[config.mk]
export PLATFORM = sky130hd
export DESIGN_NAME = nand_ecc_accum
export DESIGN_NICKNAME = d
export VERILOG_FILES = /design/src/rtl/nand_ecc_pkg.sv /design/src/rtl/nand_ecc_rst_sync.sv /design/src/rtl/nand_ecc_counter.sv /design/src/rtl/nand_ecc_colpar.sv /design/src/rtl/nand_ecc_linepar.sv /design/src/rtl/nand_ecc_accum.sv
export SDC_FILE = /design/constraint.sdc
export NUM_CORES = 1
export LEC_CHECK = 0
export ABC_AREA = 1
export CAP_MARGIN = 20
export CORE_MARGIN = 5
export CORE_UTILIZATION = 50
export CTS_BUF_LIST = sky130_fd_sc_hd__clkbuf_4 sky130_fd_sc_hd__clkbuf_8
export CTS_CLUSTER_SIZE = 8
export DETAILED_ROUTE_END_ITERATION = 7
export MAX_ROUTING_LAYER = met4
export PLACE_DENSITY = 0.77
export SLEW_MARGIN = 20
export SYNTH_ARGS = -nofsm -noshare
export SYNTH_HDL_FRONTEND = slang
export SYNTH_HIERARCHICAL = 1
export SYNTH_SLANG_ARGS = --single-unit
[constraint.sdc]
create_clock -name clk -period 3.1 [get_ports clk]
set_clock_uncertainty 0.1 [all_clocks]
set_input_delay 0.62 -clock clk [delete_from_list [all_inputs] [get_ports clk]]
set_output_delay 0.62 -clock clk [all_outputs]
set_load 0.02 [all_outputs]
[src/rtl/nand_ecc_pkg.sv]
package nand_ecc_pkg;

  localparam int unsigned DEF_BYTE_W = 8;
  localparam int unsigned DEF_CNT_W  = 16;
  localparam int unsigned MASK_MAX_W = 64;

  // Bit i of the mask is set when bit (k/2) of i equals (k mod 2).
  function automatic logic [MASK_MAX_W-1:0] col_mask(input int unsigned k,
                                                     input int unsigned bw);
    logic [MASK_MAX_W-1:0] m;
    m = '0;
    for (int unsigned i = 0; i < bw; i++) begin
      if (((i >> (k / 2)) & 1) == (k % 2)) m[i] = 1'b1;
    end
    return m;
  endfunction

endpackage

[src/rtl/nand_ecc_rst_sync.sv]
module nand_ecc_rst_sync (
  input  logic clk,
  input  logic rst_n,
  output logic rst_sync_n
);

  logic [1:0] sync_q;

  always_ff @(posedge clk or negedge rst_n) begin
    if (!rst_n) sync_q <= 2'b00;
    else        sync_q <= {sync_q[0], 1'b1};
  end

  assign rst_sync_n = sync_q[1];

endmodule

[src/rtl/nand_ecc_counter.sv]
module nand_ecc_counter #(
  parameter int unsigned CNT_W = 16
) (
  input  logic             clk,
  input  logic             rst_n,
  input  logic             en,
  input  logic             clr,
  output logic [CNT_W-1:0] cnt
);

  logic [CNT_W-1:0] cnt_q;
  logic [CNT_W-1:0] cnt_d;
  logic             cnt_we;

  always_comb begin
    cnt_we = clr | en;
    cnt_d  = cnt_q;
    if (clr)     cnt_d = '0;
    else if (en) cnt_d = cnt_q + 1'b1;
  end

  always_ff @(posedge clk or negedge rst_n) begin
    if (!rst_n)      cnt_q <= '0;
    else if (cnt_we) cnt_q <= cnt_d;
  end

  assign cnt = cnt_q;

  // one step per accepted byte, wrapping at the counter width
  assert_cnt_step_R2: assert property (@(posedge clk) disable iff (!rst_n)
    (en && !clr) |=> (cnt_q == $past(cnt_q) + 1'b1));

  // idle cycles hold the count
  assert_cnt_hold_R3: assert property (@(posedge clk) disable iff (!rst_n)
    (!en && !clr) |=> $stable(cnt_q));

  // clear zeroes the count
  assert_cnt_clear_R7: assert property (@(posedge clk) disable iff (!rst_n)
    clr |=> (cnt_q == '0));

endmodule

[src/rtl/nand_ecc_colpar.sv]
module nand_ecc_colpar #(
  parameter int unsigned BYTE_W = 8,
  parameter int unsigned COL_W  = 6
) (
  input  logic              clk,
  input  logic              rst_n,
  input  logic              en,
  input  logic              clr,
  input  logic [BYTE_W-1:0] data,
  output logic [COL_W-1:0]  col
);

  import nand_ecc_pkg::*;

  logic [COL_W-1:0] col_q;
  logic [COL_W-1:0] col_d;
  logic [COL_W-1:0] hit;
  logic             col_we;

  for (genvar k = 0; k < COL_W; k++) begin : g_col
    localparam logic [MASK_MAX_W-1:0] MASK = col_mask(k, BYTE_W);
    assign hit[k] = ^(data & MASK[BYTE_W-1:0]);
  end

  always_comb begin
    col_we = clr | en;
    col_d  = col_q;
    if (clr)     col_d = '0;
    else if (en) col_d = col_q ^ hit;
  end

  always_ff @(posedge clk or negedge rst_n) begin
    if (!rst_n)      col_q <= '0;
    else if (col_we) col_q <= col_d;
  end

  assign col = col_q;

  // a zero byte contributes nothing to any column bit
  assert_col_zero_byte_R4: assert property (@(posedge clk) disable iff (!rst_n)
    (en && !clr && (data == '0)) |=> $stable(col_q));

  // idle cycles hold the column parity
  assert_col_hold_R3: assert property (@(posedge clk) disable iff (!rst_n)
    (!en && !clr) |=> $stable(col_q));

  // clear zeroes the column parity
  assert_col_clear_R7: assert property (@(posedge clk) disable iff (!rst_n)
    clr |=> (col_q == '0));

endmodule

[src/rtl/nand_ecc_linepar.sv]
module nand_ecc_linepar #(
  parameter int unsigned BYTE_W = 8,
  parameter int unsigned CNT_W  = 16
) (
  input  logic              clk,
  input  logic              rst_n,
  input  logic              en,
  input  logic              clr,
  input  logic [BYTE_W-1:0] data,
  input  logic [CNT_W-1:0]  idx,
  output logic [CNT_W-1:0]  p_half,
  output logic [CNT_W-1:0]  q_half
);

  logic [CNT_W-1:0] p_q;
  logic [CNT_W-1:0] q_q;
  logic [CNT_W-1:0] p_d;
  logic [CNT_W-1:0] q_d;
  logic             odd_byte;
  logic             line_we;

  always_comb begin
    odd_byte = ^data;
    line_we  = clr | (en & odd_byte);
    p_d      = p_q;
    q_d      = q_q;
    if (clr) begin
      p_d = '0;
      q_d = '0;
    end else if (en && odd_byte) begin
      p_d = p_q ^ ~idx;
      q_d = q_q ^ idx;
    end
  end

  always_ff @(posedge clk or negedge rst_n) begin
    if (!rst_n) begin
      p_q <= '0;
      q_q <= '0;
    end else if (line_we) begin
      p_q <= p_d;
      q_q <= q_d;
    end
  end

  assign p_half = p_q;
  assign q_half = q_q;

  // even-parity bytes leave both halves unchanged
  assert_line_even_R5: assert property (@(posedge clk) disable iff (!rst_n)
    (en && !clr && !(^data)) |=> ($stable(p_q) && $stable(q_q)));

  // an odd-parity byte inverts every bit of P xor Q
  assert_line_flip_R5: assert property (@(posedge clk) disable iff (!rst_n)
    (en && !clr && (^data)) |=> ((p_q ^ q_q) == ~($past(p_q) ^ $past(q_q))));

  // idle cycles hold both halves
  assert_line_hold_R3: assert property (@(posedge clk) disable iff (!rst_n)
    (!en && !clr) |=> ($stable(p_q) && $stable(q_q)));

  // clear zeroes both halves
  assert_line_clear_R7: assert property (@(posedge clk) disable iff (!rst_n)
    clr |=> ((p_q == '0) && (q_q == '0)));

endmodule

[src/rtl/nand_ecc_accum.sv]
module nand_ecc_accum
  import nand_ecc_pkg::*;
#(
  parameter  int unsigned BYTE_W = DEF_BYTE_W,
  parameter  int unsigned CNT_W  = DEF_CNT_W,
  localparam int unsigned COL_W  = 2 * $clog2(BYTE_W),
  localparam int unsigned WORD_W = 2 * CNT_W
) (
  input  logic              clk,
  input  logic              rst_n,
  input  logic              byte_vld,
  input  logic [BYTE_W-1:0] byte_dat,
  input  logic              ecc_clr,
  output logic [CNT_W-1:0]  byte_count,
  output logic [COL_W-1:0]  col_parity,
  output logic [WORD_W-1:0] line_parity
);

  logic             rst_sync_n;
  logic [CNT_W-1:0] cnt;
  logic [CNT_W-1:0] p_half;
  logic [CNT_W-1:0] q_half;

  nand_ecc_rst_sync u_rst (
    .clk        (clk),
    .rst_n      (rst_n),
    .rst_sync_n (rst_sync_n)
  );

  nand_ecc_counter #(.CNT_W(CNT_W)) u_cnt (
    .clk   (clk),
    .rst_n (rst_sync_n),
    .en    (byte_vld),
    .clr   (ecc_clr),
    .cnt   (cnt)
  );

  nand_ecc_colpar #(.BYTE_W(BYTE_W), .COL_W(COL_W)) u_col (
    .clk   (clk),
    .rst_n (rst_sync_n),
    .en    (byte_vld),
    .clr   (ecc_clr),
    .data  (byte_dat),
    .col   (col_parity)
  );

  nand_ecc_linepar #(.BYTE_W(BYTE_W), .CNT_W(CNT_W)) u_line (
    .clk    (clk),
    .rst_n  (rst_sync_n),
    .en     (byte_vld),
    .clr    (ecc_clr),
    .data   (byte_dat),
    .idx    (cnt),
    .p_half (p_half),
    .q_half (q_half)
  );

  for (genvar n = 0; n < CNT_W; n++) begin : g_weave
    assign line_parity[2*n]   = p_half[n];
    assign line_parity[2*n+1] = q_half[n];
  end

  assign byte_count = cnt;

  // the read word is zero after a clear
  assert_word_clear_R7: assert property (@(posedge clk) disable iff (!rst_sync_n)
    ecc_clr |=> (line_parity == '0));

  // during reset all outputs are zero
  always_comb begin
    if (!rst_sync_n) begin
      assert_reset_zero_R1: assert ((byte_count == '0) && (col_parity == '0) &&
                                    (line_parity == '0));
    end
  end

endmodule

Word-level counts from Yosys, hierarchy flattened:

Index checks and enable logic that the tools add are counted.

* logic and storage cells: 33
* flip-flop bits (word level): 56
* bits of input ports: 12
* output and inout bits: 54

* add/sub/neg operators: 1
* reductions and logical operators: 12
* bitwise operators: 7
* multiplexer cells: 8

Operators by type and width (count)
* $mux 16: 6
* $reduce_xor 8->1: 7
* $xor 16x16->16: 2
* $add 16x1->16 const B: 1
* $not 16->16: 1
* $mux 6: 2
* $xor 6x6->6: 1
* $reduce_and 2->1: 2
* $reduce_bool 2->1: 2
* $or 1x1->1: 2
* $and 1x1->1: 1
* $logic_and 1x1->1: 1

Logic depth before layout (Yosys ltp):

Gate-level depths: netlist (run 1).

* depth in word-level cells: 4
* mapped depth: 11
* gate-level depth less buffers: 10

Hierarchy:

The synthesis (run 1) kept the hierarchy.

Modules (own cells, without submodules)
* nand_ecc_linepar: cells an instance 232, area an instance 1811.7 µm², times used 1
* nand_ecc_counter: cells an instance 115, area an instance 895.9 µm², times used 1
* nand_ecc_colpar: cells an instance 131, area an instance 656.9 µm², times used 1
* nand_ecc_rst_sync: cells an instance 3, area an instance 53.8 µm², times used 1

Worst setup path before layout (run 1):

No wires, ideal clock.

* path type: flip-flop to flip-flop
* from: register u_cnt.cnt_q[0], in the netlist u_cnt/cnt[0]
* to: register u_cnt.cnt_q[8], in the netlist u_cnt/cnt[8]
* stages on the path, launching flop included: 7
* setup time: 0.123 ns
* required time: 2.877 ns
* arrival time: 1.394 ns
* setup slack: 1.483 ns
* buffers on the path: 0
* path through: dfrtp_1 -> ha_1 -> nand3_1 -> nor2_4 -> nand2_4 -> nor3b_1 -> nor2_1

* cells in the longest elaborated chain, start to end: 3

Ends and longest elaborated chain
* start, declared: RTL line nand_ecc_counter.sv:11 `logic [CNT_W-1:0] cnt_q;`
* start signal, assigned: RTL line nand_ecc_counter.sv:24 `else if (cnt_we) cnt_q <= cnt_d;`
* $add 16x1->16: RTL line nand_ecc_counter.sv:19 `else if (en) cnt_d = cnt_q + 1'b1;`
* $mux 16: RTL line nand_ecc_counter.sv:19
* $mux 16: RTL line nand_ecc_counter.sv:18 `if (clr) cnt_d = '0;`

No other way between the ends. The select of a mux whose other input is x is not followed.
A chain may end at the register's enable or synchronous reset.

Final worst setup path (run 1):

* from: input byte_dat[5]
* to: register u_line.q_q[9], in the netlist u_line/q_half[9]

* cells in the longest elaborated chain, start to end: 4
* elaborated cells between the ends (all ways): 6

Ends and longest elaborated chain
* start, declared: RTL line nand_ecc_accum.sv:12 `input logic [BYTE_W-1:0] byte_dat,`
* $reduce_xor 8->1 (*): RTL line nand_ecc_linepar.sv:23 `odd_byte = ^data;`
* $and 1x1->1 / $logic_and 1x1->1 (equally long branches): RTL line nand_ecc_linepar.sv:24, nand_ecc_linepar.sv:30
* $or 1x1->1 / $reduce_bool 2->1 (equally long branches)
* $reduce_and 2->1 (no line) (*)
* end signal, assigned: RTL line nand_ecc_linepar.sv:42 `q_q <= q_d;`
* end, declared: RTL line nand_ecc_linepar.sv:16 `logic [CNT_W-1:0] q_q;`

Every way passes the cells marked *; elsewhere a longest branch is shown, timed or not.

==> impl_metrics.toml, run 1 <==
[floorplanning]
io_pins = 66
die_area_um2 = 8590
initial_utilization = 0.509
die_w_um = 92.7
std_cell_rows = 30
core_um2 = 6720
die_height_um = 92.7

[placed_design]
place_congestion = 0.864
portBuffers = 65
hpwl_um = 6030

[layout]
antennaDiodeCount = 0
fillCellCount = 585
num-nets-final = 558
drive_gt1_frac = 0.0751
multiInputGateArea_um2 = 1770
syn_to_final_growth_pct = 23.6
area.sequential_um2 = 1400

[global_routing]
grt_pass1_vias = 3013
gr-total-overflow = 0
grt_max_degree = 34
antenna_found_initial = 0
grt_pass1_wl_um = 14100
grt_usage = 0.206

[setup_path]
path_delay_family = "buffers and inverters"
cp.depth = 12
path_common_cell = "nand2_1"
arrival_ps = 2390
crit_end = "u_line/q_half[9]"
cp_slowest_cell = "clkdlybuf4s50_1"
cp-start-kind = "primary input"
setup.worst_path.end_class = "flip-flop"
critical_path_buf_inv_count = 3
critPathMaxFanout = 32
critPathLaunch = "byte_dat[5]"
rrSetupSlack_ps = 1420
worstPathRequired_ps = 3240
max_stage_delay_ps = 640
r2r-start = "u_cnt/cnt[0]"
worstSetupPathType = "primary input to flip-flop"
rr_endpoint = "u_cnt/cnt[8]"
crit_chain = "clkdlybuf4s50_1, inv_1, nand2_1, nand2_1, nand2_1, nand2_1, nand2_1, nand2_2, nor2_4, buf_4, nand3_1, nand2_1"
r2r_cells = 6

[clock_tree]
clockBufferDepth = 2
cts_tree = "done"
clkLatencyLatePin_ps = 300
clk_pin_slew_ps = 90
clock-sinks = 56
clock-root-buffer = "clkbuf_8"
cts_buffers = 5
cts_resized = 0
htree_levels = 2
holdBufCountCts = 0
post_cts_buffers = 0

[drt]
drc = 0
drt_iter0_drc = 166
final_antenna_net_count = 0
viasPerCell = 5.12
postRouteWirelength_um = 8260
firstDrtPassIters = 4
wl_per_cell_um = 13.2
vias = 3203

[synthesis]
netlist_area_um2 = 3420
ys_ff_latch = 56
syn-num-nets = 494
yosysSeqAreaShare = 0.410
yosys_warnings = 6
synth_cell_types = 27
syn_inst = 481
syn_area_per_cell_um2 = 7.11

[outcome]
outcome = "complete, no violations"

[sta]
worstMarginPinSlew_ps = 598
setup-tns-final_ps = 0
finalHoldViolCount = 0
fin_crit_sh = 0.724
max_freq_mhz = 446
hold_slack_ps = 181
fin_crit_ps = 2240
rsz0062_at_grt = "false"
finalSetupViolations = 0
slew_headroom = 0.602
slew_violations = 0

[power_and_ir_drop]
p_per_area_nw_per_um2 = 380
p_leak_nw = 2.20
irDropWorstVdd_mv = 0.200

[run]
cap_violations = 0

[hold_path]
hold_class = "flip-flop to async pin"
==> cell families after synthesis <==
group | Yosys count | synth area share
xor gates and xnor gates | 33 | 0.0846
and+or+nand+nor | 317 | 0.402
AOI/OAI and AO/OA | 16 | 0.0264
DFF | 56 | 0.410
buffers and inverters | 57 | 0.0725
other | 1 | 0.00110
adders and majority gates | 1 | 0.00366
==> Yosys cell counts (all sizes together) <==
cell	number	share of area
nand2	187	0.21
nand3	73	0.11
dfrtp	56	0.41
nor2	48	0.067
inv	42	0.046
xnor2	21	0.054
xor2	12	0.031
buf	8	0.019
a21oi	7	0.010
clkbuf	6	0.0066
o21ai	6	0.0088
nand4	5	0.0092
nor3b	2	0.0044
o21bai	2	0.0055
a31oi	1	0.0018
and3	1	0.0018
clkinv	1	0.0011
conb	1	0.0011
ha	1	0.0037
or2	1	0.0018
==> layout by cell type (no fill, tap or decap), types with 4 or more instances in the layout <==
cell type | synthesis | routed
a21oi_1 | 7 | 7
buf_4 | 7 | 6
clkbuf_8 | 0 | 6
clkdlybuf4s50_1 | 0 | 65
dfrtp_1 | 56 | 55
inv_1 | 32 | 32
inv_2 | 10 | 10
nand2_1 | 181 | 181
nand2_2 | 5 | 5
nand3_1 | 73 | 73
nand4_1 | 5 | 5
nor2_1 | 39 | 39
nor2_2 | 4 | 4
nor2_4 | 5 | 5
o21ai_0 | 6 | 6
xnor2_1 | 21 | 21
xor2_1 | 12 | 12
==> registers in the layout (all words and copies together) (netlist names) <==
signal and flops:
u_cnt/cnt 16, u_rst/sync_q 2, u_line/q_half 16, u_col/col 6, u_line/p_half 16
==> metal layers <==
layer  part of all wire  track usage  wire, µm  up-vias
li1                   -            -         -     1631
met4              0.011       0.0574        94        0
met5                  0            -         0        -
met3              0.058       0.0406       481       12
met1               0.46        0.278      3760     1473
met2               0.47        0.318      3920       87
==> how the worst min path moves through the flow <==
| stage | from | to | cells after the start |
|---|---|---|---|
| final | u_rst/sync_q[1] | u_line/p_half[13] | 0 |
| after detailed placement | u_rst/sync_q[1] | u_line/p_half[12] | 0 |
| after global routing | u_rst/sync_q[1] | u_line/p_half[12] | 0 |
| after CTS | u_rst/sync_q[1] | u_line/p_half[13] | 0 |
| after floorplan | rst_n | u_rst/sync_q[0] | 0 |
| after global placement | u_rst/sync_q[1] | u_line/p_half[13] | 0 |
==> where the power goes <==
part / total (W) / internal (W) / switching (W)
Sequential: 0.000814 / 0.000768 / 0.0000461
Clock: 0.000418 / 0.000191 / 0.000227
Combinational: 0.000373 / 0.000152 / 0.000222
Total: 0.00161 / 0.00111 / 0.000494
==> stage by stage <==
step	util	power, W	instance area (µm²)	cells	setup slack (ps)
4_1_cts	0.629	0.00161	4230	626	841
2_1_floorplan	-	0.00106	3420	481	1330
3_3_place_gp	0.615	0.00119	4130	618	596
6_report	0.629	0.00161	4230	626	856
5_1_grt	0.629	0.00170	4230	626	657
3_5_place_dp	0.615	0.00120	4130	618	552
==> worst register-to-register path, cell delays in order, from the launching register on <==
cell	delay, ps
dfrtp_1	530
ha_1	250
nand3_1	170
nor2_4	190
nand2_4	80
nor3b_1	190
nor2_1	70
==> area by class of cell <==
cell class	count	area share
well taps	80	0.0237
clock buffers	7	0.0213
repair buffers	71	0.165
multi-input cells	368	0.419
flip-flops and latches	56	0.332
clock inverters	1	0.00178
inverters	43	0.0382
(Power assumes the default switching activity.)
==> run 2, diff against run 1 <==
clock period = 2.2 ns   (was 3.1 ns; I/O delays follow)
==> impl_metrics.toml, run 2 (same netlist as run 1, synthesis figures left out) <==
[global_routing]
grt_pass1_vias = 3049
gr-total-overflow = 0
grt_max_degree = 36
grt_pass1_wl_um = 14400
antenna_found_initial = 0
grt_usage = 0.212

[clock_tree]
clk_pin_slew_ps = 100
clkLatencyLatePin_ps = 300
post_cts_buffers = 0
holdBufCountCts = 0
clockBufferDepth = 2
cts_resized = 0
cts_tree = "done"
clock-root-buffer = "clkbuf_8"
htree_levels = 2
clock-sinks = 56
cts_buffers = 5

[power_and_ir_drop]
power_w = 0.00228
clock_power_share = 0.252
switchingPower_w = 0.000700
p_leak_nw = 2.30
swShare = 0.308
irDropWorstVdd_mv = 0.331
p_per_area_nw_per_um2 = 520
seqPwrFrac = 0.503
power_frac_comb = 0.245
p_int_w = 0.00158

[run]
cap_violations = 0

[setup_path]
critical_path_buf_inv_count = 1
crit_chain = "clkdlybuf4s50_1"
rr_endpoint = "u_cnt/cnt[8]"
cp_slowest_cell = "clkdlybuf4s50_1"
max_stage_delay_ps = 670
critPathMaxFanout = 7
worstSetupPathType = "flip-flop to output pin"
r2r-start = "u_cnt/cnt[0]"
r2r_cells = 6
path_delay_family = "buffers and inverters"
critPathLaunch = "u_cnt/cnt[0]"
arrival_ps = 1500
rrSetupSlack_ps = 560
worstPathRequired_ps = 1660
cp-start-kind = "flip-flop"
setup.worst_path.end_class = "output pin"

[outcome]
outcome = "complete, no violations"

[placed_design]
hpwl_um = 6150
portBuffers = 65
place_congestion = 0.902
dp_slack_ps = 59.6

[sta]
slew_headroom = 0.643
finalSetupViolations = 0
rsz0062_at_grt = "false"
worstMarginPinSlew_ps = 536
slew_violations = 0
fin_crit_ps = 2040
timing.final.ws_setup_ps = 158
setup-tns-final_ps = 0
finalHoldViolCount = 0
fin_crit_sh = 0.928
max_freq_mhz = 490

[floorplanning]
die_area_um2 = 8590
die_w_um = 92.7
io_pins = 66
die_height_um = 92.7
std_cell_rows = 30
core_um2 = 6720
initial_utilization = 0.509

[drt]
wl_per_cell_um = 13.0
drt_iter0_drc = 209
final_antenna_net_count = 0
drc = 0
firstDrtPassIters = 4
postRouteWirelength_um = 8360
vias = 3248
viasPerCell = 5.06

[hold_path]
hold_class = "flip-flop to async pin"

[layout]
antennaDiodeCount = 0
num-nets-final = 574
fin_util = 0.652
mostFrequentLayoutCell = "nand2_1"
syn_to_final_growth_pct = 28.1
drive_gt1_frac = 0.101
final_cell_mix = "nand2_1 (181), nand3_1 (73), clkdlybuf4s50_1 (65), dfrtp_1 (55), nor2_1 (39)"
run 2: area by class of cell:
| cell class | count | area (µm²) |
|---|---|---|
| clock buffer | 7 | 83.8 |
| clock inverter | 1 | 8.76 |
| fill | 559 | 2340 |
| inverter | 43 | 161 |
| multi-input combinational | 368 | 1770 |
| sequential | 56 | 1400 |
| tap | 80 | 100 |
| timing repair buffer | 87 | 853 |
run 2: how the worst max path moves through the flow:
stage	endpoint	slack, ps	cells past startpoint
6_report	byte_count[0]	160	1
5_1_grt	byte_count[11]	70	1
4_1_cts	byte_count[0]	140	1
3_5_place_dp	u_line/q_half[4]	60	12
3_3_place_gp	u_line/p_half[15]	140	12
2_1_floorplan	u_cnt/cnt[0]	430	0
run 2: stage by stage:
step	instance area [µm²]	cells	hold WS [ps]
floorplan	3420	481	44.4
global placement	4290	634	170
detailed placement	4290	634	162
CTS	4380	642	169
global route	4380	642	166
finish	4380	642	147
run 2: power by group through the flow:
| stage | logic (W) | registers (W) | clock network (W) |
|---|---|---|---|
| after floorplan | 0.000261 | 0.00123 | 0 |
| after global placement | 0.000546 | 0.00116 | 0 |
| after detailed placement | 0.000558 | 0.00117 | 0 |
| after CTS | 0.000561 | 0.00115 | 0.000593 |
| after global routing | 0.000618 | 0.00116 | 0.000641 |
| final | 0.000559 | 0.00114 | 0.000573 |
run 2: per-layer routing:
metal / part of all wire / wire (µm) / vias to the layer above / track usage
met2: 0.48 / 4020 / 79 / 0.326
met3: 0.037 / 311 / 10 / 0.0349
met4: 0.016 / 131 / 0 / 0.0672
met5: 0 / 0 / - / -
li1: - / - / 1661 / -
met1: 0.47 / 3900 / 1498 / 0.288
==> run 3, diff against run 2 <==
DONT_BUFFER_PORTS = 1   (was default)
PLACE_DENSITY = default   (was 0.77)
==> impl_metrics.toml, run 3 (same netlist as run 1, synthesis figures left out) <==
[power_and_ir_drop]
power_w = 0.00224
p_per_area_nw_per_um2 = 618
p_leak_nw = 2.00
irDropWorstVdd_mv = 0.347

[sta]
worstMarginPinSlew_ps = 521
max_freq_mhz = 576
rsz0062_at_grt = "false"
finalHoldViolCount = 0
slew_headroom = 0.653
hold_slack_ps = 75.2
fin_crit_sh = 0.789
timing.final.ws_setup_ps = 464
setup-tns-final_ps = 0
slew_violations = 0
fin_crit_ps = 1740
finalSetupViolations = 0

[layout]
final_cell_mix = "nand2_1 (181), nand3_1 (73), dfrtp_1 (55), nor2_1 (39), inv_1 (32)"
finalInstanceArea_um2 = 3630
mostFrequentLayoutCell = "nand2_1"
drive_gt1_frac = 0.0888
fillCellCount = 657
antennaDiodeCount = 0
syn_to_final_growth_pct = 6.22
num-nets-final = 496

[drt]
wl_per_cell_um = 14.6
firstDrtPassIters = 4
drc = 0
final_antenna_net_count = 0
vias = 2953
viasPerCell = 5.24
postRouteWirelength_um = 8260
drt_iter0_drc = 131

[run]
cap_violations = 0

[floorplanning]
die_height_um = 92.7
std_cell_rows = 30
die_area_um2 = 8590
io_pins = 66
initial_utilization = 0.509
die_w_um = 92.7
core_um2 = 6720

[clock_tree]
cts_resized = 0
clk_pin_slew_ps = 110
htree_levels = 2
clock-sinks = 56
clock-root-buffer = "clkbuf_8"
cts_buffers = 5
cts_tree = "done"
clockBufferDepth = 2
clkLatencyLatePin_ps = 320

[placed_design]
hpwl_um = 6000
portBuffers = 0
placed_cell_area_um2 = 3510
dp_slack_ps = 507
place_congestion = 0.870

[setup_path]
setup.worst_path.end_class = "flip-flop"
rrSetupSlack_ps = 460
cp-start-kind = "flip-flop"
critPathMaxFanout = 6
worstPathRequired_ps = 2310
worstSetupPathType = "flip-flop to flip-flop"
arrival_ps = 1840
r2r-start = "u_cnt/cnt[1]"
rr_endpoint = "u_cnt/cnt[8]"
r2r_cells = 6

[hold_path]
hold_start = "ecc_clr"
hold_path_depth = 1
hold_class = "primary input to flip-flop"
min_to = "u_cnt/cnt[0]"

[global_routing]
grt_max_degree = 53
grt_pass1_wl_um = 13900
antenna_found_initial = 0
grt_usage = 0.205
grt_pass1_vias = 2796
gr-total-overflow = 0

[outcome]
outcome = "complete, no violations"
==> run 3: cell count changes in the layout (fill, tap and decap cells not counted) <==
cell             change
bufinv_16            +1
dlygate4sd3_1        +1
clkdlybuf4s50_1     -65
clkinv_4             -1
clkinv_2             +1
buf_12               -2
clkbuf_4             -2
inv_8                +1
buf_4               -12
==> run 3: worst max-delay path by stage <==
stage | from | to | slack (ps) | cells after the start
after floorplan | u_rst/sync_q[1] | u_cnt/cnt[0] | 430 | 0
after global placement | u_cnt/cnt[1] | u_cnt/cnt[8] | 520 | 6
after detailed placement | u_cnt/cnt[1] | u_cnt/cnt[8] | 510 | 6
after CTS | u_cnt/cnt[1] | u_cnt/cnt[8] | 480 | 6
after global routing | u_cnt/cnt[1] | u_cnt/cnt[14] | 320 | 7
final | u_cnt/cnt[1] | u_cnt/cnt[8] | 460 | 6
==> run 3: routing by layer <==
layer	GRT usage	part of all wire	vias to the layer above
met3	0.0471	0.051	6
met5	-	0	-
met1	0.256	0.43	1385
met4	0.0379	0.0061	0
li1	-	-	1501
met2	0.347	0.51	61
==> run 3: worst max-delay path: stages (launching register included) <==
cell     delay (ps)
dfrtp_1         590
ha_1            280
nand3_1         170
nor2_4          170
nand2_4          70
nor3b_1         170
nor2_1           60
==> run 3: layout make-up <==
cell class	instances	area (µm²)	share of cell area
inverters	43	161	0.0445
well taps	80	100	0.0276
clock inverters	3	46.3	0.0127
multi-input cells	368	1770	0.487
clock buffers	5	68.8	0.0190
repair buffers	9	82.6	0.0227
flip-flops and latches	56	1400	0.386
==> run 3: metrics by stage <==
stage / std cells / util
finish: 564 / 0.540
global route: 564 / 0.540
CTS: 564 / 0.540
detailed placement: 555 / 0.522
global placement: 555 / 0.522
floorplan: 481 / -
==> run 3: timing repair <==
action / in CTS / in global routing
hold buffers: 1 / 0
buffers inserted: 0 / 0
hold endpoints to repair: 2 / 0
==> run 3: power by group <==
group | leakage, nW | total (W) | switching [W] | internal (W)
clock | 0.0600 | 0.000703 | 0.000358 | 0.000346
sequential | 0.758 | 0.00121 | 0.000131 | 0.00108
combinational | 1.18 | 0.000328 | 0.000207 | 0.000121
total | 2.00 | 0.00224 | 0.000696 | 0.00155
